### config.mk
export PLATFORM = sky130hd
export DESIGN_NAME = uart_addr_rx
export DESIGN_NICKNAME = d
export VERILOG_FILES = /design/src/rtl/uart_rx_pkg.sv /design/src/rtl/rx_bit_sampler.sv /design/src/rtl/rx_queue.sv /design/src/rtl/uart_addr_rx.sv
export SDC_FILE = /design/constraint.sdc
export NUM_CORES = 1
export LEC_CHECK = 0
export ABC_AREA = 1
export CAP_MARGIN = 30
export CORE_MARGIN = 3
export CORE_UTILIZATION = 58
export CTS_BUF_LIST = sky130_fd_sc_hd__clkbuf_8
export CTS_CLUSTER_SIZE = 25
export DETAILED_ROUTE_END_ITERATION = 8
export GPL_ROUTABILITY_DRIVEN = 0
export PLACE_DENSITY = 0.81
export SLEW_MARGIN = 20
export SYNTH_ARGS = -nofsm -noshare
export SYNTH_HDL_FRONTEND = slang
export SYNTH_SLANG_ARGS = --single-unit
### constraint.sdc
create_clock -name clk -period 1.9 [get_ports clk]
set_input_delay 0.38 -clock clk [delete_from_list [all_inputs] [get_ports clk]]
set_output_delay 0.38 -clock clk [all_outputs]
set_load 0.005 [all_outputs]
### src/rtl/uart_rx_pkg.sv
package uart_rx_pkg;
  localparam int RX_DW = 8;

  typedef struct packed {
    logic             ferr;
    logic             bit9;
    logic [RX_DW-1:0] data;
  } rx_entry_t;

  typedef enum logic [1:0] {
    S_IDLE  = 2'd0,
    S_START = 2'd1,
    S_DATA  = 2'd2,
    S_STOP  = 2'd3
  } rx_state_t;
endpackage

### src/rtl/rx_bit_sampler.sv
module rx_bit_sampler
  import uart_rx_pkg::*;
#(
  parameter int OSR = 16
) (
  input  logic      clk,
  input  logic      rst,
  input  logic      tick,
  input  logic      rxd,
  input  logic      enable,
  input  logic      nine,
  output logic      done,
  output rx_entry_t dout,
  output logic      idle
);
  localparam int CW  = $clog2(OSR);
  localparam int MID = OSR / 2;
  localparam int SW  = RX_DW + 1;
  localparam int BW  = $clog2(SW + 1);

  logic [1:0]    sync_q;
  rx_state_t     state;
  logic [CW-1:0] cnt;
  logic [1:0]    votes;
  logic [SW-1:0] shreg;
  logic [BW-1:0] nbit;
  logic          vote;
  logic          at_decide;
  logic          at_end;
  logic [BW-1:0] nbits_need;

  assign vote       = (votes[1] & votes[0]) | (votes[1] & sync_q[1]) | (votes[0] & sync_q[1]);
  assign at_decide  = tick && (cnt == CW'(MID + 1));
  assign at_end     = tick && (cnt == CW'(OSR - 1));
  assign nbits_need = nine ? BW'(SW) : BW'(RX_DW);

  always_ff @(posedge clk) begin
    if (rst) sync_q <= 2'b11;
    else     sync_q <= {sync_q[0], rxd};
  end

  always_ff @(posedge clk) begin
    done <= 1'b0;
    if (rst || !enable) begin
      state <= S_IDLE;
      cnt   <= '0;
      votes <= '0;
      nbit  <= '0;
      shreg <= '0;
      idle  <= 1'b1;
      dout  <= '0;
    end else begin
      if (tick && state != S_IDLE) begin
        cnt <= cnt + 1'b1;
        if (cnt == CW'(MID - 1) || cnt == CW'(MID))
          votes <= {votes[0], sync_q[1]};
      end
      case (state)
        S_IDLE: begin
          if (tick && !sync_q[1]) begin
            state <= S_START;
            cnt   <= '0;
            idle  <= 1'b0;
          end
        end
        S_START: begin
          if (at_decide && vote) begin
            state <= S_IDLE;
            idle  <= 1'b1;
          end else if (at_end) begin
            state <= S_DATA;
            nbit  <= '0;
          end
        end
        S_DATA: begin
          if (at_decide) begin
            shreg <= {vote, shreg[SW-1:1]};
            nbit  <= nbit + 1'b1;
          end
          if (at_end && nbit == nbits_need) state <= S_STOP;
        end
        S_STOP: begin
          if (at_decide) begin
            state     <= S_IDLE;
            idle      <= 1'b1;
            done      <= 1'b1;
            dout.ferr <= ~vote;
            if (nine) begin
              dout.data <= shreg[RX_DW-1:0];
              dout.bit9 <= shreg[SW-1];
            end else begin
              dout.data <= shreg[SW-1:1];
              dout.bit9 <= 1'b0;
            end
          end
        end
        default: state <= S_IDLE;
      endcase
    end
  end

  AST_IDLE_WHEN_OFF: assert property (@(posedge clk) disable iff (rst)
    !enable |=> idle);

  AST_DONE_IS_IDLE: assert property (@(posedge clk) disable iff (rst)
    done |-> idle);
endmodule

### src/rtl/rx_queue.sv
module rx_queue
  import uart_rx_pkg::*;
#(
  parameter int DEPTH = 2
) (
  input  logic      clk,
  input  logic      rst,
  input  logic      push,
  input  rx_entry_t din,
  input  logic      pop,
  output rx_entry_t dout,
  output logic      empty,
  output logic      full
);
  localparam int AW = (DEPTH > 1) ? $clog2(DEPTH) : 1;
  localparam int NW = $clog2(DEPTH + 1);

  rx_entry_t     mem [DEPTH];
  logic [AW-1:0] wr_ptr;
  logic [AW-1:0] rd_ptr;
  logic [NW-1:0] count;
  logic          do_push;
  logic          do_pop;

  assign empty   = (count == '0);
  assign full    = (count == NW'(DEPTH));
  assign do_push = push && !full;
  assign do_pop  = pop && !empty;
  assign dout    = mem[rd_ptr];

  always_ff @(posedge clk) begin
    if (do_push) mem[wr_ptr] <= din;
  end

  always_ff @(posedge clk) begin
    if (rst) begin
      wr_ptr <= '0;
      rd_ptr <= '0;
      count  <= '0;
    end else begin
      if (do_push) wr_ptr <= (wr_ptr == AW'(DEPTH - 1)) ? '0 : wr_ptr + 1'b1;
      if (do_pop)  rd_ptr <= (rd_ptr == AW'(DEPTH - 1)) ? '0 : rd_ptr + 1'b1;
      case ({do_push, do_pop})
        2'b10:   count <= count + 1'b1;
        2'b01:   count <= count - 1'b1;
        default: count <= count;
      endcase
    end
  end

  AST_NO_OVERFLOW: assert property (@(posedge clk) disable iff (rst)
    count <= NW'(DEPTH));

  AST_POP_SHRINKS: assert property (@(posedge clk) disable iff (rst)
    (pop && !push && !empty) |=> (count == $past(count) - 1'b1));
endmodule

### src/rtl/uart_addr_rx.sv
module uart_addr_rx
  import uart_rx_pkg::*;
#(
  parameter int OSR   = 16,
  parameter int DEPTH = 2
) (
  input  logic             clk,
  input  logic             rst,
  input  logic             os_tick,
  input  logic             rxd,
  input  logic             port_en,
  input  logic             sync_mode,
  input  logic             rx_en,
  input  logic             nine_bit,
  input  logic             addr_det,
  input  logic             irq_en,
  input  logic             rd_pop,
  output logic [RX_DW-1:0] rd_data,
  output logic             rd_bit9,
  output logic             rd_ferr,
  output logic             rx_flag,
  output logic             ovr_flag,
  output logic             rx_idle,
  output logic             irq
);
  logic      active;
  logic      smp_done;
  rx_entry_t smp_ent;
  rx_entry_t head;
  logic      q_empty;
  logic      q_full;
  logic      accept;
  logic      push;
  logic      ovr_q;

  assign active = port_en && !sync_mode && rx_en;

  rx_bit_sampler #(.OSR(OSR)) u_smp (
    .clk    (clk),
    .rst    (rst),
    .tick   (os_tick),
    .rxd    (rxd),
    .enable (active),
    .nine   (nine_bit),
    .done   (smp_done),
    .dout   (smp_ent),
    .idle   (rx_idle)
  );

  assign accept = smp_done && !(addr_det && nine_bit && !smp_ent.bit9);
  assign push   = accept && !ovr_q && !q_full;

  always_ff @(posedge clk) begin
    if (rst || !rx_en)               ovr_q <= 1'b0;
    else if (accept && q_full)       ovr_q <= 1'b1;
  end

  rx_queue #(.DEPTH(DEPTH)) u_q (
    .clk   (clk),
    .rst   (rst),
    .push  (push),
    .din   (smp_ent),
    .pop   (rd_pop),
    .dout  (head),
    .empty (q_empty),
    .full  (q_full)
  );

  assign rd_data  = head.data;
  assign rd_bit9  = head.bit9;
  assign rd_ferr  = head.ferr;
  assign rx_flag  = !q_empty;
  assign irq      = !q_empty && irq_en;
  assign ovr_flag = ovr_q;

  AST_OVR_STICKY: assert property (@(posedge clk) disable iff (rst)
    (ovr_q && rx_en) |=> ovr_q);

  AST_OVR_FREEZE: assert property (@(posedge clk) disable iff (rst)
    (ovr_q && !rd_pop) |=> $stable(rx_flag));

  AST_ADDR_ONLY: assert property (@(posedge clk) disable iff (rst)
    (addr_det && nine_bit && $past(addr_det && nine_bit) && $rose(rx_flag)) |-> rd_bit9);
endmodule

* Word-level counts from Yosys, hierarchy flattened
Memories as Yosys holds them, arrays and structs flattened. A register that Yosys moved wholly into a read port is not among the register bits. Index checks and enable logic that the tools add are counted.
Word-level totals: bits in registers 40, latch bits 0, bits in writable memories 20, bits in read-only memories 0, output and inout bits 14, memories kept 1
Operators by class: $add $sub $neg 6, $mul 0, divide/modulo/power cells 0, $lt $le $gt $ge 0, equal/unequal tests 19, shift-type cells 0, muxes and demuxes 27, bitwise logic cells 7, reduce and logical (&&, ||, !) cells 42
Memory list:
- u_q.mem | words 2, width 10, rd ports 1, clocked after Yosys merged registers in 1, wr ports 1, RTL line rx_queue.sv:18 | rx_entry_t mem [DEPTH];
Operator list (number):
- $mux 4 | 6
- $logic_and 1x1->1 | 17
- $eq 4x4->1 const B | 3
- $ne 2x1->1 const B | 6
- $reduce_and 4->1 | 3
- $mux 1 | 11
- $mux 2 | 5
- $logic_not 1->1 | 9
- $mux 9 | 1
- $add 4x1->4 const B | 2
- $eq 2x2->1 const B | 4
- $pmux 2 s4 | 1
- $pmux 4 s2 | 1
- $reduce_and 2->1 | 3
- $reduce_bool 2->1 | 3
- $eq 2x1->1 const B | 2
- $eq 4x3->1 const B | 1
- $eq 4x4->1 | 1
- $logic_not 2->1 | 2
- $pmux 2 s2 | 1
- $and 1x1->1 | 3
- $logic_or 1x1->1 | 3
- $ne 3x1->1 const B | 1
- $pmux 1 s3 | 1
- other kinds (8) | 11

* Longest topological paths before layout
depth after elaboration 9, mapped depth 10, depth with buffers taken out 10

* Cells and area by module
From an unflattened synthesis, not the netlist that was laid out.
Second synthesis, totals: cell total of the unflattened synthesis 319, area, all modules 2763.9 um^2
Modules (own cells, without submodules):
- rx_bit_sampler | instances 1, cells an instance 232, area an instance 1695.4 um^2, seq. area each 700.7 um^2
- rx_queue | instances 1, cells an instance 71, area an instance 980.9 um^2, seq. area each 700.7 um^2
- uart_addr_rx | instances 1, cells an instance 16, area an instance 87.6 um^2, seq. area each 20.0 um^2

* Least setup slack after synthesis
OpenSTA, ideal clock, no wires.
path type input to register, from in nine_bit, to mem u_q.mem[0][0] (netlist bit) (enable), arrival 1.370 ns, slack 0.154 ns, stages 4, buffers on the path 1, cells stage by stage buf_2 a31oi_1 nand3b_1 nor2_1
Between the ends: cells in the longest elaborated chain, start to end 9
Ends and longest elaborated chain:
- start, declared | RTL line uart_addr_rx.sv:14 | input logic nine_bit,
- $logic_and 1x1->1 (2 in a row) | RTL line uart_addr_rx.sv:50 | assign accept = smp_done && !(addr_det && nine_bit && !smp_ent.bit9);
- $logic_not 1->1 | RTL line uart_addr_rx.sv:50
- $logic_and 1x1->1 | RTL line uart_addr_rx.sv:50
- $logic_and 1x1->1 (2 in a row) | RTL line uart_addr_rx.sv:51 | assign push = accept && !ovr_q && !q_full;
- $logic_and 1x1->1 | RTL line rx_queue.sv:27 | assign do_push = push && !full;
- $mux 1 | RTL line rx_queue.sv:32 | if (do_push) mem[wr_ptr] <= din;
- $mux 1 (implied by the code) | RTL line rx_queue.sv:32
- end, declared | RTL line rx_queue.sv:18
Every way passes these cells.

* Worst setup path in the final report
from reg u_q.count[0], to out rx_flag
Between the ends: cells in the longest elaborated chain, start to end 2
Ends and longest elaborated chain:
- start, declared | RTL line rx_queue.sv:21 | logic [NW-1:0] count;
- start signal, assigned | RTL line rx_queue.sv:44 | 2'b10: count <= count + 1'b1;
- start signal, assigned | RTL line rx_queue.sv:45 | 2'b01: count <= count - 1'b1;
- start signal, assigned | RTL line rx_queue.sv:46 | default: count <= count;
- $logic_not 2->1 | RTL line rx_queue.sv:25 | assign empty = (count == '0);
- $logic_not 1->1 | RTL line uart_addr_rx.sv:72 | assign rx_flag = !q_empty;
- end, declared | RTL line uart_addr_rx.sv:21 | output logic rx_flag,
Every way passes these cells.

==> impl_metrics.yaml <==
power_and_ir_drop:
  p_sw_w: 0.000522
  pwr-share-clk_pct: 50.0
  powerDensity_mw_per_mm2: 887
  switching_share_pct: 18.7
  internal_power_w: 0.00227
  power_frac_comb_pct: 2.1
  p_leak_nw: 1.26
  p_total_w: 0.00280
  ir_drop_mv: 0.483
  p_seq_share_pct: 47.9
grt:
  grt_start_max_net_pins: 20
  globalRouteTotalUtil_pct: 19.8
  grt_pass1_wl_mm: 7.98
  overflow: 0
  antenna_found_initial: 0
  grt_pass1_vias: 1870
setup_path:
  reg2regPathDepth: 9
  r2r_slack_ns: 0.24
  worst-path-max-fanout: 7
  arrival_ns: 1.48
  end_kind: "output port"
  startpoint_type: "flip-flop"
  r2r-end: "u_q.count[1]"
  r2r_start: "u_q.count[0]"
  crit_type: "reg2out"
  crit_required_ns: 1.52
clocking:
  clk_path_buf_depth: 2
  clk_latency_ns: 0.33
  htreeDepth: 3
  hold_buffers: 0
  cts_tree: "done"
  cts_buffers: 9
  cts_root_buf: "clkbuf_8"
  cts_sinks: 61
  path_clk_slew_ns: 0.06
hold_path:
  hold_start: "u_smp.sync_q[0]"
  holdPathEnd: "u_smp.sync_q[1]"
  min_delay_path_depth: 1
  hold_class: "reg2reg"
logic_synthesis:
  async_flop_share_pct: 0
  synth_seq_cells: 61
  syn_nets: 300
  synth.distinct_cells: 30
  syn_inst: 284
  yosysSeqAreaShare_pct: 55.4
  synth_warnings: 0
  syn-cell-area_sq_mm: 0.00257
  synth_enable_flop_cells: 20
  avgSynthCellArea_sq_um: 9.04
  synthFlopType: "dfxtp_1"
sta:
  timing.final.ws_setup_ns: 0.0426
  fin_hold_ws_ns: 0.418
  rsz0062_at_grt: "no"
  period_minus_slack_ns: 1.86
  period_share_pct: 97.8
  skew_ns: 0.00751
  worstMarginPinSlew_ns: 0.315
  max_freq_ghz: 0.538
  hold_viol_final: 0
  drv_slew: 0
  finalSetupViolCount: 0
  slew_headroom_pct: 78.8
routing:
  drtIter0Drc: 110
  wl_per_cell_um: 12.4
  drc_errors: 0
  vias: 1946
  wl_mm: 4.67
  first_pass_iters: 4
  routed_via_density: 5.18
  ant_nets: 0
floorplanning:
  die_h_um: 72.5
  num_rows: 23
  dieArea_sq_mm: 0.00526
  die_w_um: 72.5
  start_util_pct: 61.9
  core_sq_mm: 0.00414
  pin_count: 25
final_layout:
  utilization_pct: 76.1
  drive_above_1_share_pct: 15.3
  nets: 337
  area_growth_pct: 22.8
  antennaDiodeCount: 0
  finalNonFillerCells: 376
placement:
  place_ws_ns: -0.161
  dp.cells: 360
  hpwl_mm: 3.22
  port_buffers: 24
run:
  cap_violations: 0
outcome:
  outcome: "complete, no violations"
worst max-delay path: stages, from the launching register on:
cell and delay [ns]:
dfxtp_1 0.37, or2_2 0.33, clkdlybuf4s50_1 0.46
area by class of cell:
type / instances / area (sq um)
Clock inverter: 6 / 110
Timing Repair Buffer: 32 / 313
Sequential cell: 61 / 1420
Clock buffer: 10 / 138
Fill cell: 303 / 992
Inverter: 37 / 139
Multi-Input combinational cell: 180 / 967
Tap cell: 50 / 62.6
cell families after synthesis:
kind of cell               after synthesis  share of synthesized area, %
and+or+nand+nor                         97                          16.6
AOI/OAI and AO/OA                       67                          13.9
DFF                                     61                          55.4
buffers and inverters                   43                          6.92
muxes                                   10                          4.39
adders and majority gates                5                          2.44
xor gates and xnor gates                 1                         0.341
cells in the mapped netlist, types with 2 or more instances:
library cell,number,area (sq um)
edfxtp_1,20,601
a21oi_1,25,125
dfxtp_1,41,821
nand2_1,52,195
inv_1,31,116
inv_2,5,18.8
or2_2,3,18.8
nor2_1,20,75.1
ha_1,5,62.6
nand2_2,4,25.0
nand4_1,2,12.5
mux2_2,10,113
buf_2,4,20.0
o21ai_0,28,140
a31oi_1,9,56.3
nand3_1,11,55.1
state kept, by name (all words and copies together), names as in the netlist, named ones only:
register and flops:
u_q.count 2, u_smp.votes 2, u_q.rd_ptr 1, u_smp.shreg 9, u_q.mem 20, u_smp.idle 1, u_smp.dout 10, u_smp.state 1
u_smp.sync_q 2, u_q.wr_ptr 1, u_smp.nbit 4, u_smp.done 1, ovr_flag 1, u_smp.cnt 4
per-stage QoR:
| step | TNS, ns | cell area, sq um |
|---|---|---|
| 2_1_floorplan | 0 | 2570 |
| 3_3_place_gp | -0.542 | 2920 |
| 3_5_place_dp | -1.73 | 2920 |
| 4_1_cts | 0 | 3150 |
| 5_1_grt | 0 | 3150 |
| 6_report | 0 | 3150 |
worst max-delay path by stage:
stage                            start       endpoint  depth (start not counted)
after floorplan               nine_bit  u_q.mem[0][0]                          4
after global placement        nine_bit   u_q.count[1]                          9
after detailed placement      nine_bit   u_q.count[1]                          9
after CTS                 u_q.count[0]        rx_flag                          2
after global routing      u_q.count[0]        rx_flag                          2
final                     u_q.count[0]        rx_flag                          2
placed cells by master, fill, tap and decap left out, drive strengths merged:
| master | count |
|---|---|
| a31oi | 9 |
| o21a | 1 |
| o211ai | 1 |
| nand3b | 1 |
| nand4 | 2 |
| o31ai | 1 |
| a21oi | 25 |
| nand3 | 12 |
| clkinvlp | 2 |
| clkdlybuf4s50 | 14 |
| clkbuf | 10 |
| clkinv | 2 |
| mux2 | 10 |
| xor2 | 1 |
| buf | 8 |
| dlygate4sd2 | 10 |
| a211oi | 1 |
| ha | 5 |
| nor2 | 21 |
| edfxtp | 20 |
| bufinv | 3 |
| dfxtp | 41 |
| nor3 | 2 |
| o21ai | 29 |
| nand2 | 56 |
| inv | 36 |
| or2 | 3 |
timing repair:
item | CTS | global route
buffers inserted | 0 | 0
endpoints found under the setup margin | 10 | 0
gates resized for setup | 11 | 0
layer usage:
layer | up-vias | global-route usage (%) | routed length (um)
li1 | 1026 | - | -
met1 | 881 | 23.5 | 2130
met2 | 31 | 32.7 | 2330
met3 | 8 | 6.09 | 139
met4 | 0 | 9.84 | 68
met5 | - | 0 | 0
power by group through the flow:
| stage | clock network, W | registers [W] | logic, W |
|---|---|---|---|
| finish | 0.00140 | 0.00134 | 0.0000580 |
| detailed placement | 0 | 0.00137 | 0.0000578 |
| floorplan | 0 | 0.00137 | 0.0000248 |
| global placement | 0 | 0.00137 | 0.0000573 |
| CTS | 0.00142 | 0.00134 | 0.0000582 |
| global route | 0.00148 | 0.00134 | 0.0000637 |
(Power assumes the default switching activity.)
